==> src/rtl/bsc_pkg.sv <==
package bsc_pkg;
  localparam int SMP_W    = 16;
  localparam int NARROW_W = 14;

  typedef struct packed {
    logic unf;
    logic ovf;
    logic busy;
  } bsc_stat_t;

  // zero the bits above the kept width of a narrow channel
  function automatic logic [SMP_W-1:0] pad_chan(input logic [SMP_W-1:0] raw, input int keep);
    logic [SMP_W-1:0] r;
    for (int i = 0; i < SMP_W; i++) r[i] = (i < keep) ? raw[i] : 1'b0;
    return r;
  endfunction

  // samples a single valid cycle contributes to a beat
  function automatic int lanes_per_take(input logic dual);
    return dual ? 2 : 1;
  endfunction
endpackage

==> src/rtl/bsc_ctrl.sv <==
module bsc_ctrl #(
  parameter int CNT_W = 16
) (
  input  logic             clk,
  input  logic             rst_n,
  input  logic             cfg_we,
  input  logic [CNT_W:0]   cfg_wdata,
  input  logic             mode_dual,
  input  logic             drop_evt,
  input  logic             stall_evt,
  input  logic             done_evt,
  output logic             start_evt,
  output logic             busy_q,
  output logic             ovf_q,
  output logic             unf_q,
  output logic             dual_q,
  output logic [CNT_W-1:0] lim_q
);
  localparam int EN_BIT = CNT_W;

  logic en_q;

  assign start_evt = cfg_we && cfg_wdata[EN_BIT] && !en_q && !busy_q;

  always_ff @(posedge clk) begin
    if (!rst_n) begin
      en_q   <= 1'b0;
      busy_q <= 1'b0;
      ovf_q  <= 1'b0;
      unf_q  <= 1'b0;
      dual_q <= 1'b0;
      lim_q  <= '0;
    end else begin
      if (cfg_we) en_q <= cfg_wdata[EN_BIT];
      if (start_evt) begin
        busy_q <= 1'b1;
        ovf_q  <= 1'b0;
        unf_q  <= 1'b0;
        dual_q <= mode_dual;
        lim_q  <= cfg_wdata[CNT_W-1:0];
      end else begin
        if (done_evt)  busy_q <= 1'b0;
        if (drop_evt)  ovf_q  <= 1'b1;
        if (stall_evt) unf_q  <= 1'b1;
      end
    end
  end
endmodule

==> src/rtl/bsc_packer.sv <==
module bsc_packer
  import bsc_pkg::*;
#(
  parameter int SW     = SMP_W,
  parameter int NW     = NARROW_W,
  parameter int BEAT_W = 64
) (
  input  logic              clk,
  input  logic              rst_n,
  input  logic              clr,
  input  logic              active,
  input  logic              dual,
  input  logic              smp_valid,
  input  logic [2*SW-1:0]   smp_data,
  output logic              beat_rdy,
  output logic [BEAT_W-1:0] beat_word,
  output logic              seen_q
);
  localparam int LANES  = BEAT_W / SW;
  localparam int LANE_W = $clog2(LANES);

  logic [LANE_W-1:0] lane_q;
  logic [BEAT_W-1:0] acc_q, acc_d;
  logic [SW-1:0]     s0, s1;
  logic [LANE_W:0]   step, sum;
  logic              take;

  assign take = active && smp_valid;
  assign s0   = dual ? pad_chan(smp_data[SW-1:0], NW) : smp_data[SW-1:0];
  assign s1   = pad_chan(smp_data[2*SW-1:SW], NW);
  assign step = (LANE_W+1)'(lanes_per_take(dual));
  assign sum  = {1'b0, lane_q} + step;

  for (genvar g = 0; g < LANES; g++) begin : g_lane
    logic hit0, hit1;
    assign hit0 = take && (lane_q == LANE_W'(g));
    if (g > 0) begin : g_pair
      assign hit1 = take && dual && (lane_q == LANE_W'(g - 1));
    end else begin : g_first
      assign hit1 = 1'b0;
    end
    assign acc_d[g*SW +: SW] = hit0 ? s0 : (hit1 ? s1 : acc_q[g*SW +: SW]);
  end

  assign beat_rdy  = take && (sum == (LANE_W+1)'(LANES));
  assign beat_word = acc_d;

  always_ff @(posedge clk) begin
    if (!rst_n) begin
      lane_q <= '0;
      acc_q  <= '0;
      seen_q <= 1'b0;
    end else if (clr) begin
      lane_q <= '0;
      seen_q <= 1'b0;
    end else if (take) begin
      seen_q <= 1'b1;
      acc_q  <= acc_d;
      lane_q <= beat_rdy ? '0 : sum[LANE_W-1:0];
    end
  end
endmodule

==> src/rtl/bsc_outstage.sv <==
module bsc_outstage #(
  parameter int CNT_W  = 16,
  parameter int BEAT_W = 64
) (
  input  logic              clk,
  input  logic              rst_n,
  input  logic              clr,
  input  logic [CNT_W-1:0]  lim,
  input  logic              beat_rdy,
  input  logic [BEAT_W-1:0] beat_word,
  input  logic              m_tready,
  output logic              m_tvalid,
  output logic [BEAT_W-1:0] m_tdata,
  output logic              m_tlast,
  output logic              drop_evt,
  output logic              more_q,
  output logic              done_evt
);
  logic [CNT_W:0] loaded_q;
  logic           load;

  assign more_q   = loaded_q <= {1'b0, lim};
  assign drop_evt = beat_rdy && m_tvalid && !m_tready;
  assign load     = beat_rdy && !drop_evt;
  assign done_evt = m_tvalid && m_tready && m_tlast;

  always_ff @(posedge clk) begin
    if (!rst_n) begin
      loaded_q <= '0;
      m_tvalid <= 1'b0;
      m_tdata  <= '0;
      m_tlast  <= 1'b0;
    end else begin
      if (clr) loaded_q <= '0;
      else if (load) loaded_q <= loaded_q + 1'b1;
      if (load) begin
        m_tvalid <= 1'b1;
        m_tdata  <= beat_word;
        m_tlast  <= (loaded_q == {1'b0, lim});
      end else if (m_tvalid && m_tready) begin
        m_tvalid <= 1'b0;
        m_tlast  <= 1'b0;
      end
    end
  end
endmodule

==> src/rtl/burst_cap.sv <==
module burst_cap
  import bsc_pkg::*;
#(
  parameter int CNT_W  = 16,
  parameter int SW     = SMP_W,
  parameter int NW     = NARROW_W,
  parameter int BEAT_W = 64
) (
  input  logic              clk,
  input  logic              rst_n,
  input  logic              cfg_we,
  input  logic [CNT_W:0]    cfg_wdata,
  input  logic              mode_dual,
  output logic [2:0]        stat_o,
  input  logic              smp_valid,
  input  logic [2*SW-1:0]   smp_data,
  output logic              m_tvalid,
  input  logic              m_tready,
  output logic [BEAT_W-1:0] m_tdata,
  output logic              m_tlast
);
  logic             start_evt, drop_evt, stall_evt, done_evt;
  logic             busy_q, ovf_q, unf_q, dual_q, seen_q, more_q;
  logic             beat_rdy, active;
  logic [CNT_W-1:0] lim_q;
  logic [BEAT_W-1:0] beat_word;
  bsc_stat_t        st;

  assign active    = busy_q && more_q;
  assign stall_evt = active && seen_q && !smp_valid;

  bsc_ctrl #(.CNT_W(CNT_W)) u_ctrl (
    .clk(clk), .rst_n(rst_n), .cfg_we(cfg_we), .cfg_wdata(cfg_wdata),
    .mode_dual(mode_dual), .drop_evt(drop_evt), .stall_evt(stall_evt),
    .done_evt(done_evt), .start_evt(start_evt), .busy_q(busy_q),
    .ovf_q(ovf_q), .unf_q(unf_q), .dual_q(dual_q), .lim_q(lim_q)
  );

  bsc_packer #(.SW(SW), .NW(NW), .BEAT_W(BEAT_W)) u_pack (
    .clk(clk), .rst_n(rst_n), .clr(start_evt), .active(active),
    .dual(dual_q), .smp_valid(smp_valid), .smp_data(smp_data),
    .beat_rdy(beat_rdy), .beat_word(beat_word), .seen_q(seen_q)
  );

  bsc_outstage #(.CNT_W(CNT_W), .BEAT_W(BEAT_W)) u_out (
    .clk(clk), .rst_n(rst_n), .clr(start_evt), .lim(lim_q),
    .beat_rdy(beat_rdy), .beat_word(beat_word), .m_tready(m_tready),
    .m_tvalid(m_tvalid), .m_tdata(m_tdata), .m_tlast(m_tlast),
    .drop_evt(drop_evt), .more_q(more_q), .done_evt(done_evt)
  );

  assign st.busy = busy_q;
  assign st.ovf  = ovf_q;
  assign st.unf  = unf_q;
  assign stat_o  = st;
endmodule

==> config.mk <==
export PLATFORM = sky130hd
export DESIGN_NAME = burst_cap
export DESIGN_NICKNAME = d
export VERILOG_FILES = /design/src/rtl/bsc_pkg.sv /design/src/rtl/bsc_ctrl.sv /design/src/rtl/bsc_packer.sv /design/src/rtl/bsc_outstage.sv /design/src/rtl/burst_cap.sv
export SDC_FILE = /design/constraint.sdc
export NUM_CORES = 1
export LEC_CHECK = 0
export BUFFER_PORTS_ARGS = -buffer_cell sky130_fd_sc_hd__buf_2
export CAP_MARGIN = 0
export CELL_PAD_IN_SITES_DETAIL_PLACEMENT = 1
export CELL_PAD_IN_SITES_GLOBAL_PLACEMENT = 1
export CORE_MARGIN = 5
export CORE_UTILIZATION = 39
export CTS_CLUSTER_DIAMETER = 100
export DETAILED_ROUTE_END_ITERATION = 7
export PLACE_DENSITY_LB_ADDON = 0.1
export SLEW_MARGIN = 20
export SYNTH_ARGS = -nofsm -noshare
export SYNTH_HDL_FRONTEND = slang
export SYNTH_SLANG_ARGS = --single-unit
==> constraint.sdc <==
create_clock -name clk -period 8.9 [get_ports clk]
set_input_delay 0.89 -clock clk [delete_from_list [all_inputs] [get_ports clk]]
set_output_delay 0.89 -clock clk [all_outputs]
set_load 0.02 [all_outputs]
# [Word level (Yosys, flattened, before mapping)]
# Cells that the tools add are included.
[word_totals] out_inout_bits=69 elab_cells=69 ff_bits=171 input_bits=55
[op_classes] n_bitwise=2 n_eq_ne=5 magnitude_cmp=1 mux=15 n_reduce_logical=31 addsub=2
[ops] cell="16-bit two-way mux" count=8
[ops] cell="1-bit logical AND" count=21
[ops] cell="17-bit by 1-bit adder with 17-bit output, second input constant" count=1
[ops] cell="17-bit by 16-bit equality test with 1-bit output" count=1
[ops] cell="17-bit by 16-bit <= comparator with 1-bit output" count=1
[ops] cell="1-bit zero test" count=5
[ops] cell="1-bit two-way mux" count=5
[ops] cell="2-bit equality test, second input constant" count=2
[ops] cell="2-bit two-way mux" count=2
[ops] cell="2-bit nonzero test" count=2
[ops] cell="2-bit by 3-bit adder with 3-bit output" count=1
[ops] cell="3-bit equality test, second input constant" count=1
[ops] cell="2-bit by 1-bit equality test with 1-bit output, second input constant" count=1
[ops] cell="2-bit zero test" count=1
[ops] cell="1-bit NOT" count=2
[ops] cell="2-bit AND reduction" count=1
[ops] cell="2-bit OR reduction" count=1

# [Logic depth before layout (Yosys ltp)]
[depth] ltp_word=9 mapped_depth=13 depth_no_buf=9

# [Modules after synthesis]
# Synthesis repeated with hierarchy kept, for this count alone.
[unflattened] hier_cells=1102 hier_area_um2=8959.8
[by_module_without_submodules] mod="bsc_packer" cells_per_inst=580 area_each_um2=4399.2 seq_area_each_um2=1341.3 instances=1
[by_module_without_submodules] mod="bsc_outstage" cells_per_inst=429 area_each_um2=3656.0 seq_area_each_um2=1661.6 instances=1
[by_module_without_submodules] mod="bsc_ctrl" cells_per_inst=88 area_each_um2=865.8 seq_area_each_um2=420.4 instances=1
[by_module_without_submodules] mod="burst_cap" cells_per_inst=5 area_each_um2=38.8 seq_area_each_um2=0.0 instances=1

# [Worst setup path after synthesis]
# OpenSTA, ideal clock, no wires.
[synth_timing] path_type="register to register" from="register u_ctrl.dual_q" to="register u_out.loaded_q[11]" synth_period_minus_slack_ns=3.234 arrival_time_ns=3.163 t_required_ns=8.830 path_stages_with_launch=13 path_buffers=3 path_slack_ns=5.666 path_cell_list="dfxtp_1 clkbuf_1 inv_1 clkbuf_1 ha_1 inv_1 fa_1 nor3b_1 nand3_1 a21o_1 buf_2 or4_1 a21oi_1"
[synth_via] elab_chain_cells=8
[synth_lines] element="from (decl)" line_no="bsc_ctrl.sv:16" text="output logic dual_q,"
[synth_lines] element="from (signal assigned)" line_no="bsc_ctrl.sv:39" text="dual_q <= mode_dual;"
[synth_lines] element="2-bit two-way mux *" line_no="bsc_pkg.sv:20" text="return dual ? 2 : 1;"
[synth_lines] element="2-bit by 3-bit adder with 3-bit output *" line_no="bsc_packer.sv:32" text="assign sum = {1'b0, lane_q} + step;"
[synth_lines] element="3-bit equality test *" line_no="bsc_packer.sv:45" text="assign beat_rdy = take && (sum == (LANE_W+1)'(LANES));"
[synth_lines] element="1-bit logical AND *" line_no="bsc_packer.sv:45"
[synth_lines] element="1-bit logical AND (2 in series)" line_no="bsc_outstage.sv:23" text="assign drop_evt = beat_rdy && m_tvalid && !m_tready;"
[synth_lines] element="1-bit zero test" line_no="bsc_outstage.sv:24" text="assign load = beat_rdy && !drop_evt;"
[synth_lines] element="1-bit logical AND *" line_no="bsc_outstage.sv:24"
[synth_lines] element="to (signal assigned)" line_no="bsc_outstage.sv:35" text="else if (load) loaded_q <= loaded_q + 1'b1;"
[synth_lines] element="to (decl)" line_no="bsc_outstage.sv:19" text="logic [CNT_W:0] loaded_q;"
# Mark *: on every way between the ends. The rest lies on a longest branch, timed or not.
# A chain may end at the register's enable or synchronous reset.

# [Worst setup path after layout]
[layout_timing] from="register u_pack.lane_q[0]" to="register u_out.loaded_q[15]"
[layout_via] elab_chain_cells=7
[layout_lines] element="from (decl)" line_no="bsc_packer.sv:22" text="logic [LANE_W-1:0] lane_q;"
[layout_lines] element="from (signal assigned)" line_no="bsc_packer.sv:59" text="lane_q <= beat_rdy ? '0 : sum[LANE_W-1:0];"
[layout_lines] element="2-bit by 3-bit adder with 3-bit output *" line_no="bsc_packer.sv:32"
[layout_lines] element="3-bit equality test *" line_no="bsc_packer.sv:45"
[layout_lines] element="1-bit logical AND *" line_no="bsc_packer.sv:45"
[layout_lines] element="1-bit logical AND (2 in series)" line_no="bsc_outstage.sv:23"
[layout_lines] element="1-bit zero test" line_no="bsc_outstage.sv:24"
[layout_lines] element="1-bit logical AND *" line_no="bsc_outstage.sv:24"
# Marked as above.

==> results.md <==
* Status: complete, no violations
* Worst Clk Skew at 11.5 ps
* Fill count at roughly 2.2k
* Final period utilization at 0.504
* FF-to-FF Start: u_pack.lane_q[0]
* Area of the multi-input gates at 0.00339 mm^2
* Most common cell in the netlist: dfxtp_1
* Mapped Cells at 837
* First-pass GRT wire length at 37.4 mm
* Nets at between 900 and 1k
* Final instance area at 0.00858 mm^2
* Area contributors post-synth: dfxtp_1 47%, a21oi_1 4.3%, o21ai_0 4.1%, nor2_1 3.8%, nand3_1 3.7%
* Critical Path Start Type: flip-flop
* Crit path DAT at 4810 ps
* Final RePlAce weighted congestion at between 0.8 and 0.9
* Post-route insts no fill at 1162
* Worst-Margin Slew at 1020 ps
* Final antenna-violating net count at 0
* CTS tree: done
* Vias in the first global route at 7051
* DRT Pass-1 Iters at 5
* R2R Setup Slk at 4420 ps
* Row cnt at 49
* Die W at 146 um
* Slew Viols, Final at 0
* Total number of vias at 6769
* Post-CTS Setup Inserts at 0
* Cts hold-fix bufs at 0
* Yosys top cell area share at 0.472
* Worst-Skew Late Latency at 430 ps
* Vias/cell at roughly 5.8
* Hold Crit Class: reg -> reg
* Crit Path Max Fanout at 42
* Yosys warnings at 0
* Min-Delay Path Depth at 2
* Initial DRC count at 445
* GR peak layer: met2
* R2r endpoint: u_out.loaded_q[15]
* Setup TNS at 0 ps
* CORE AREA at between 0.015 and 0.02 mm^2
* Ys async rst share at 0
* CP required at 9230 ps
* DRC at 0
* Top cells by count, synth: 171 x dfxtp_1, 74 x nor2_1, 62 x a21oi_1
* Clk sinks at 171
* Antenna diodes at 0
* Synthesized cell area at between 0.007 and 0.008 mm^2
* Met3 GRT Util at 0.0496
* WS Path Type: reg -> reg
* FF+latch area at roughly 0.0034 mm^2
* Worst-path clk slew at 70 ps
* Max Cap Viol at 0
* Largest net degree at the start of global routing at 67
* Area Overhead vs Synth at 18.4%
* VDD IR max at 0.145 mV
* Routed WL at between 20 and 25 mm
* Die span in y at 146 um
* PostCTS Resize Cnt at 0
* Placed Cells incl. Taps at 1130
* Pleak at between 0.003 and 0.004 uW
* Pwr Density at 198 mW/mm^2
* Total CTS buffers at 17
* HP Start: u_ctrl.unf_q
* Count of state elements after synthesis at 171
* Syn_area_per_cell at 8.66 um^2
* Synth Flop Type: dfxtp_1
* EDFF count, synth at 0
* IO Pins at 124
* Fmax at 223 MHz
* CTS max path bufs at 2
* Sequential-to-total area share from yosys stat at 0.472
* Dpl hpwl at ~17 mm
* Root buffer cell: clkbuf_16
* Final hold slack at 450 ps
* Syn Nets at a little over 900
* DR WL/cell at 20.1 um
* Placed cell area at 0.00797 mm^2
* Met1 Track Usage GR at 0.270
* Layout cells sized above 1 at 0.190
* RSZ-0062 raised after global routing: no
* H-tree Lvls at 4
* Final hold violations at 0
* Post-synth top area cell: dfxtp_1
* Met2 usage at 0.377
* Total grt overflow at 0
* Final setup fails at 0
* Final critical-path required period at 4480 ps
* Die Area at 0.0214 mm^2
* Unique masters post-synth at 52
* WHS Endpoint: u_ctrl.unf_q
* Port buffer count at 121
* Worst Reg-to-Reg Cells at 9
* Number of antenna violations at the first check in global routing at 1
* Worst setup EP type: flip-flop
* Headroom to the max-slew limit at 0.321
* Initial core utilization at 0.399
* Total GRT Usage at 0.217
-- cell families after synthesis --
| group | Yosys count | share of synthesized area |
|---|---|---|
| flops | 171 | 0.472 |
| simple gates | 229 | 0.145 |
| xor+xnor | 1 | 0.00121 |
| fa+ha+maj | 19 | 0.0338 |
| mux | 16 | 0.0221 |
| buf+inv | 113 | 0.0622 |
| compound gates | 288 | 0.264 |
-- critical path: stages (launching register included) --
cell,delay [ps]
dfxtp_1,990
ha_1,290
inv_1,60
fa_1,510
nor3b_1,670
nand3_1,270
a21o_1,450
buf_4,380
or4_1,540
a21oi_1,180
-- layer usage --
| layer | routed length [um] | up-vias |
|---|---|---|
| met4 | 324 | 0 |
| met3 | 1220 | 34 |
| met2 | 11600 | 167 |
| met1 | 10200 | 3357 |
| met5 | 0 | - |
| li1 | - | 3211 |
-- cell type report --
| type | count | area share |
|---|---|---|
| flip-flops and latches | 171 | 0.399 |
| multi-input cells | 553 | 0.396 |
| repair buffers | 133 | 0.0816 |
| clock buffers | 18 | 0.0512 |
| well taps | 229 | 0.0334 |
| clock inverters | 14 | 0.0198 |
| inverters | 44 | 0.0193 |
-- worst max-delay path by stage --
stage,from,endpoint,cells past startpoint
after global routing,u_pack.lane_q[0],u_out.loaded_q[15],9
after global placement,u_pack.lane_q[0],u_out.loaded_q[15],9
after detailed placement,u_pack.lane_q[0],u_out.loaded_q[15],9
after CTS,u_pack.lane_q[0],u_out.loaded_q[15],9
final,u_pack.lane_q[0],u_out.loaded_q[15],9
after floorplan,u_ctrl.dual_q,u_out.loaded_q[11],12
-- stage by stage --
| step | utilization | total power (uW) | setup slack (ps) |
|---|---|---|---|
| after floorplan | - | 891 | 5670 |
| after global placement | 0.438 | 935 | 4640 |
| after detailed placement | 0.439 | 942 | 4460 |
| after CTS | 0.473 | 1710 | 4430 |
| after global routing | 0.473 | 1760 | 4080 |
| final | 0.473 | 1700 | 4420 |
-- cells in the final DEF, fill, tap and decap left out, types with 3 or more instances in the layout --
| cell type | synthesis | layout |
|---|---|---|
| a31oi_1 | 3 | 3 |
| nand2b_1 | 3 | 3 |
| inv_1 | 43 | 43 |
| dfxtp_1 | 171 | 171 |
| bufinv_16 | 0 | 3 |
| nor2_1 | 74 | 74 |
| buf_2 | 9 | 121 |
| buf_4 | 4 | 11 |
| o211ai_1 | 17 | 17 |
| o211a_1 | 14 | 14 |
| mux2i_1 | 16 | 16 |
| nand2_1 | 59 | 59 |
| or4_1 | 6 | 6 |
| o32ai_1 | 14 | 14 |
| clkbuf_16 | 0 | 17 |
| o21ai_0 | 59 | 59 |
| ha_1 | 18 | 18 |
| nor2b_1 | 3 | 3 |
| o31ai_1 | 21 | 21 |
| clkinv_2 | 0 | 3 |
| nor3_1 | 4 | 3 |
| nand3_1 | 54 | 54 |
| o22ai_1 | 42 | 42 |
| nand4_1 | 5 | 5 |
| clkinvlp_4 | 0 | 4 |
| a21oi_1 | 62 | 60 |
| a211oi_1 | 33 | 33 |
| or3_1 | 7 | 7 |
| and3_1 | 5 | 5 |
| a21o_1 | 3 | 3 |
-- flip-flops by register name, indices dropped and copies added (netlist names) --
| signal | count |
|---|---|
| u_out.m_tvalid | 1 |
| u_ctrl.en_q | 1 |
| u_out.m_tdata | 64 |
| u_out.loaded_q | 17 |
| u_ctrl.busy_q | 1 |
| u_pack.seen_q | 1 |
| u_ctrl.ovf_q | 1 |
| u_ctrl.dual_q | 1 |
| u_ctrl.lim_q | 16 |
| u_pack.lane_q | 2 |
| u_pack.acc_q | 64 |
| u_ctrl.unf_q | 1 |
| u_out.m_tlast | 1 |
-- power by group --
part	leakage, uW	switching [uW]	internal (uW)
clock	0.000289	319	450
combinational	0.00186	99.3	41.6
sequential	0.00138	8.93	777
(Power assumes the default switching activity.)
